**config.mk**
```make
export PLATFORM = sky130hd
export DESIGN_NAME = bsub_branch_unit
export DESIGN_NICKNAME = d
export VERILOG_FILES = /design/src/rtl/bsub_pkg.sv /design/src/rtl/bsub_bit_test.sv /design/src/rtl/bsub_target.sv /design/src/rtl/bsub_stack.sv /design/src/rtl/bsub_branch_unit.sv
export SDC_FILE = /design/constraint.sdc
export NUM_CORES = 1
export LEC_CHECK = 0
export ABC_AREA = 1
export BUFFER_PORTS_ARGS = -buffer_cell sky130_fd_sc_hd__clkbuf_2
export CAP_MARGIN = 10
export CORE_ASPECT_RATIO = 1.1
export CORE_MARGIN = 10
export CORE_UTILIZATION = 34
export CTS_CLUSTER_SIZE = 40
export DETAILED_ROUTE_END_ITERATION = 8
export GPL_TIMING_DRIVEN = 0
export SLEW_MARGIN = 40
export SYNTH_ARGS = -nofsm -noshare
export SYNTH_HDL_FRONTEND = slang
export SYNTH_SLANG_ARGS = --single-unit
```
**constraint.sdc**
```tcl
create_clock -name clk -period 8.3 [get_ports clk]
set_clock_uncertainty 0.2 [all_clocks]
set_input_delay 1.66 -clock clk [delete_from_list [all_inputs] [get_ports clk]]
set_output_delay 1.66 -clock clk [all_outputs]
set_load 0.1 [all_outputs]
```
**src/rtl/bsub_pkg.sv**
```systemverilog
package bsub_pkg;
  localparam int WORD_W      = 32;
  localparam int STACK_DEPTH = 15;
  localparam int IDX_W       = $clog2(WORD_W);
endpackage

```
**src/rtl/bsub_bit_test.sv**
```systemverilog
module bsub_bit_test #(
  parameter int W = 32,
  localparam int IW = $clog2(W)
) (
  input  logic [W-1:0]  operand,
  input  logic [IW-1:0] idx,
  output logic          bit_clear
);
  logic [W-1:0] sel_mask;

  // one-hot select of the tested position
  genvar g;
  generate
    for (g = 0; g < W; g++) begin : g_sel
      assign sel_mask[g] = (idx == IW'(g)) & operand[g];
    end
  endgenerate

  assign bit_clear = ~(|sel_mask);

  always_comb begin
    assert (bit_clear == ~operand[idx]) else $error("p_bit_select_r1");
  end
endmodule

```
**src/rtl/bsub_target.sv**
```systemverilog
module bsub_target #(
  parameter int W = 32
) (
  input  logic [W-1:0] base,
  input  logic [W-1:0] offset,
  output logic [W-1:0] target
);
  // modulo 2^W sum, no carry out
  assign target = base + offset;
endmodule

```
**src/rtl/bsub_stack.sv**
```systemverilog
module bsub_stack #(
  parameter int W     = 32,
  parameter int DEPTH = 15,
  localparam int SP_W  = $clog2(DEPTH + 1),
  localparam int SLOTS = 1 << SP_W
) (
  input  logic            clk,
  input  logic            rst,
  input  logic            pop_req,
  input  logic            push_req,
  input  logic [W-1:0]    push_hi,
  input  logic [W-1:0]    push_lo,
  output logic [W-1:0]    top_hi,
  output logic [W-1:0]    top_lo,
  output logic [SP_W-1:0] sp,
  output logic            overflow,
  output logic            underflow
);
  logic [2*W-1:0]  mem [0:SLOTS-1];
  logic [SP_W-1:0] sp_q, sp_mid, sp_new;
  logic            ovf_q, unf_q;
  logic [2*W-1:0]  rd_word;

  // pop happens before push within one operation
  always_comb begin
    sp_mid = pop_req  ? sp_q - 1'b1   : sp_q;
    sp_new = push_req ? sp_mid + 1'b1 : sp_mid;
  end

  // storage: one write port, no reset, RAM-inferable
  always_ff @(posedge clk) begin
    if (push_req) mem[sp_new] <= {push_hi, push_lo};
  end

  always_ff @(posedge clk) begin
    if (rst) begin
      sp_q  <= '0;
      ovf_q <= 1'b0;
      unf_q <= 1'b0;
    end else begin
      sp_q <= sp_new;
      if (pop_req && sp_q == '0) unf_q <= 1'b1;
      if (push_req && sp_mid == SP_W'(DEPTH)) ovf_q <= 1'b1;
    end
  end

  assign rd_word   = mem[sp_q];
  assign top_hi    = (sp_q == '0) ? '0 : rd_word[2*W-1:W];
  assign top_lo    = (sp_q == '0) ? '0 : rd_word[W-1:0];
  assign sp        = sp_q;
  assign overflow  = ovf_q;
  assign underflow = unf_q;

  p_push_step_r2: assert property (@(posedge clk) disable iff (rst)
    (push_req && !pop_req) |=> sp_q == SP_W'($past(sp_q) + 1'b1));

  p_same_level_r5: assert property (@(posedge clk) disable iff (rst)
    (push_req && pop_req) |=> $stable(sp_q));

  p_underflow_set_r6: assert property (@(posedge clk) disable iff (rst)
    (pop_req && sp_q == '0) |=> unf_q);

  p_overflow_set_r7: assert property (@(posedge clk) disable iff (rst)
    (push_req && !pop_req && sp_q == SP_W'(DEPTH)) |=> (ovf_q && sp_q == '0));

  p_no_overflow_clear_r8: assert property (@(posedge clk) disable iff (rst)
    ovf_q |=> ovf_q);

  p_no_underflow_clear_r8: assert property (@(posedge clk) disable iff (rst)
    unf_q |=> unf_q);

  p_idle_hold_r9: assert property (@(posedge clk) disable iff (rst)
    (!push_req && !pop_req) |=> $stable(sp_q));
endmodule

```
**src/rtl/bsub_branch_unit.sv**
```systemverilog
module bsub_branch_unit
  import bsub_pkg::*;
#(
  parameter int W     = WORD_W,
  parameter int DEPTH = STACK_DEPTH,
  localparam int IW   = $clog2(W),
  localparam int SP_W = $clog2(DEPTH + 1)
) (
  input  logic            clk,
  input  logic            rst,
  input  logic            op_valid,
  input  logic            src_is_top,
  input  logic [W-1:0]    src_operand,
  input  logic [IW-1:0]   bit_idx,
  input  logic [W-1:0]    disp,
  input  logic [W-1:0]    pc_in,
  input  logic [W-1:0]    sr_in,
  output logic [W-1:0]    next_pc,
  output logic            taken,
  output logic            ea_update,
  output logic [SP_W-1:0] sp,
  output logic [W-1:0]    top_hi,
  output logic [W-1:0]    top_lo,
  output logic            overflow,
  output logic            underflow
);
  logic [W-1:0] operand_c, target_c;
  logic         bit_clear_c, do_pop, do_push;
  logic [W-1:0] next_pc_q;
  logic         taken_q, ea_q;

  // top_hi already reads zero on an empty stack
  assign operand_c = src_is_top ? top_hi : src_operand;
  assign do_pop    = op_valid & src_is_top;
  assign do_push   = op_valid & bit_clear_c;

  bsub_bit_test #(.W(W)) u_test (
    .operand   (operand_c),
    .idx       (bit_idx),
    .bit_clear (bit_clear_c)
  );

  bsub_target #(.W(W)) u_target (
    .base   (pc_in),
    .offset (disp),
    .target (target_c)
  );

  bsub_stack #(.W(W), .DEPTH(DEPTH)) u_stack (
    .clk       (clk),
    .rst       (rst),
    .pop_req   (do_pop),
    .push_req  (do_push),
    .push_hi   (pc_in),
    .push_lo   (sr_in),
    .top_hi    (top_hi),
    .top_lo    (top_lo),
    .sp        (sp),
    .overflow  (overflow),
    .underflow (underflow)
  );

  always_ff @(posedge clk) begin
    if (rst) begin
      next_pc_q <= '0;
      taken_q   <= 1'b0;
      ea_q      <= 1'b0;
    end else begin
      ea_q <= op_valid;
      if (op_valid) begin
        taken_q   <= bit_clear_c;
        next_pc_q <= bit_clear_c ? target_c : pc_in;
      end
    end
  end

  assign next_pc   = next_pc_q;
  assign taken     = taken_q;
  assign ea_update = ea_q;

  p_taken_target_r2: assert property (@(posedge clk) disable iff (rst)
    (op_valid && bit_clear_c) |=> (taken && next_pc == $past(pc_in + disp)));

  p_frame_saved_r2: assert property (@(posedge clk) disable iff (rst)
    (op_valid && bit_clear_c) |=> (top_lo == $past(sr_in) || sp == '0));

  p_sequential_r3: assert property (@(posedge clk) disable iff (rst)
    (op_valid && !bit_clear_c) |=> (!taken && next_pc == $past(pc_in)));

  p_ea_always_r4: assert property (@(posedge clk) disable iff (rst)
    op_valid |=> ea_update);

  p_empty_reads_zero_r6: assert property (@(posedge clk) disable iff (rst)
    (sp == '0) |-> (top_hi == '0 && top_lo == '0));

  p_idle_pc_r9: assert property (@(posedge clk) disable iff (rst)
    !op_valid |=> ($stable(next_pc) && $stable(taken) && !ea_update));
endmodule

```
==> qor.txt <==
Post-layout util: 0.410
CP Class: reg -> reg
Root buffer cell: clkbuf_16
WP data arrival: 8.12 ns
Top sig layer: met5
CTS max path bufs: 3
Mapped Area: 45500 um2
Filler cell count: 12600
RSZ-0062 raised after global routing: no
Power Dens Cells: 298 nW/um2
Worst-margin pin slew: 0.916 ns
Syn Nets: 4277
Max-Cap Viols: 0
Setup ws final: 0.386 ns
Clock power frac: 0.302
Status: completed
Metal2 WL: 77700 um
Core area: 133000 um2
Sequential element share of the synthesized area: 0.693
CTS H-Tree Depth: 3
Type of origin of the critical path: flip-flop
Clock sinks: 1064
Final min period: 7.91 ns
Fmax: 0.126 GHz
Initial antenna violation count: 15
Hold buffers post-CTS: 0
GRT Util Overall: 0.214
Sw Share: 0.396
Flop pwr share: 0.379
Die ar.: 149000 um2
LEAKAGE: 19.9 nW
P_sw: 6.42 mW
Final #Nets: 4712
Fin crit share: 0.953
Port Buffers: 238
Worst-path clk slew: 0.06 ns
Hold Crit Class: reg -> reg
Slew Limit Headroom: 0.389
Num ports: 241
CTS tree: done
Die span in x: 369 um
Number of global-route vias before repair: 33600
Resize count post-CTS: 0
Drt pass-1 iters: 7
Largest net degree at the start of global routing: 20
Mapped Cells: 4106
Total power: 16.2 mW
DR vias/cell: 5.38
Routability Congestion: 0.910
Synth Warn #: 0
WP data required: 8.51 ns
Mean area per synthesized cell: 11.1 um2
Post-synthesis register bit count: 1064
CTS buffer count: 111
Wire length of the first global-routing pass: 235000 um
Final setup violation count: 0
Peak VDD IR: 0.000441 V
DRT Wirelength: 166000 um
Crit end category: flip-flop
GR Overflow Total: 0
Metal-1 WL: 62100 um
Vias: 34500
Slew Limit Fails: 0
Per-cell routed wire length: 25.8 um
Post-DP HPWL: 116000 um
# DRC: 0
Cell Int Power: 9.80 mW
Die outline height: 404 um
Fin Hold WS: 0.256 ns
Placed cells: 6200
Post-Layout Cell Count: 6410
Ratio of cells with drive above 1 in the final layout: 0.129
Initial Util: 0.343
Routed length on met3: 18500 um
Combinational Power Share: 0.319
Crit path max fanout: 14
Setup Slack @ Placement: 0.277 ns
Routed Antenna Nets: 0
Number of DRC violations after detailed-routing iteration 0: 4676
Row count: 140
Synth-to-layout area growth: 19.6%
Hold Vio Cnt, Final: 0
Synth cell types: 40
Clk_lat worst skew: 0.73 ns
-- registers in the layout, summed over array words and instances (netlist names) --
signal             cells
taken                  1
u_stack.mem         1024
next_pc               32
u_stack.overflow       1
u_stack.sp             4
u_stack.underflow      1
ea_update              1
-- critical path, cell delays in order (launching register included) --
cell	delay [ns]
dfxtp_1	0.33
buf_2	0.19
inv_2	0.11
buf_2	0.29
clkbuf_2	0.57
clkbuf_1	0.51
clkbuf_1	0.52
ha_1	0.29
clkinv_1	0.43
clkbuf_2	0.47
nand2_1	0.17
nand2_1	0.07
nand2_1	0.32
nand3_1	0.19
nand2_1	0.10
nand2_1	0.05
nor2_1	0.09
nand2_1	0.12
nor2_4	0.44
nand2_4	0.22
nor2_8	0.20
nand4_1	0.41
nor2_4	0.59
buf_16	0.23
buf_8	0.19
buf_8	0.21
-- placed cells by master, fill, tap and decap left out, types with 67 or more instances in the layout --
cell and instances:
inv_1 224, clkbuf_2 250, o21ai_0 450, nor2_1 643, a21oi_1 114, nand2_1 720
edfxtp_1 1024, o22ai_1 78, nand3_1 269, clkbuf_16 111, clkbuf_1 161, buf_2 67
-- synthesized netlist by cell type (all sizes together) --
cell type / instances / area share
a2111oi: 1 / 0.00019
a21boi: 2 / 0.00033
a21o: 1 / 0.00016
a21oi: 114 / 0.013
a31oi: 3 / 0.00041
and3: 1 / 0.00014
buf: 99 / 0.012
clkbuf: 148 / 0.012
clkinv: 3 / 0.00025
dfxtp: 40 / 0.018
edfxtp: 1024 / 0.68
fa: 1 / 0.00044
ha: 33 / 0.0091
inv: 230 / 0.019
nand2: 721 / 0.060
nand3: 270 / 0.030
nand3b: 2 / 0.00033
nand4: 14 / 0.0019
nor2: 662 / 0.055
nor3: 4 / 0.00055
nor4: 4 / 0.00055
o211ai: 51 / 0.0084
o21a: 3 / 0.00049
o21ai: 505 / 0.056
o221ai: 51 / 0.0098
o22ai: 78 / 0.011
or2: 7 / 0.00096
xnor2: 14 / 0.0027
xor2: 20 / 0.0038
-- cell type report --
cell class	count	area, um2	area share
Buffer	247	1120	0.0205
Clock inverter	65	668	0.0123
Antenna cell	6	15.0	0.000276
Clock buffer	136	2870	0.0527
Inverter	233	875	0.0161
Timing Repair Buffer	322	3010	0.0553
Sequential cell	1064	31600	0.579
Tap cell	1775	2220	0.0408
Multi-Input combinational cell	2562	12100	0.223
-- metal layers --
metal | vias up | track usage
met1 | 16700 | 0.267
li1 | 15300 | -
met3 | 385 | 0.0534
met2 | 1984 | 0.354
met4 | 8 | 0.0864
met5 | - | 0
-- power by group through the flow --
stage | clock network, mW | logic, mW | registers (mW)
2_1_floorplan | 0 | 3.05 | 6.47
3_3_place_gp | 0 | 4.93 | 6.30
3_5_place_dp | 0 | 5.09 | 6.26
4_1_cts | 4.93 | 5.11 | 6.15
5_1_grt | 5.16 | 5.42 | 6.16
6_report | 4.89 | 5.18 | 6.15
-- stage by stage --
step / area (um2) / TNS (ns)
finish: 54500 / 0
global route: 54500 / 0
CTS: 54400 / 0
detailed placement: 50900 / 0
global placement: 49000 / -5175.21
floorplan: 45500 / 0
-- cell families after synthesis --
family / Yosys count / synth area share
AO/OA/AOI/OAI: 809 / 0.0986
flip-flops: 1064 / 0.693
XOR/XNOR: 34 / 0.00654
adder cells (fa/ha/maj): 34 / 0.00951
buffers and inverters: 480 / 0.0433
AND/OR/NAND/NOR: 1685 / 0.149
-- final timing paths --
path                     start                  end  slack [ns]  cells after the start
max              u_stack.sp[1]  u_stack.mem[10][60]        0.39                     25
min          u_stack.underflow    u_stack.underflow        0.26                      2
max reg2reg      u_stack.sp[1]  u_stack.mem[10][60]        0.39                     25
min reg2reg  u_stack.underflow    u_stack.underflow        0.26                      2
-- what timing repair did --
item,in CTS,in global routing
buffers inserted,0,2
endpoints found under the hold margin,0,0
setup endpoints to repair,0,81
(Power assumes the default switching activity.)
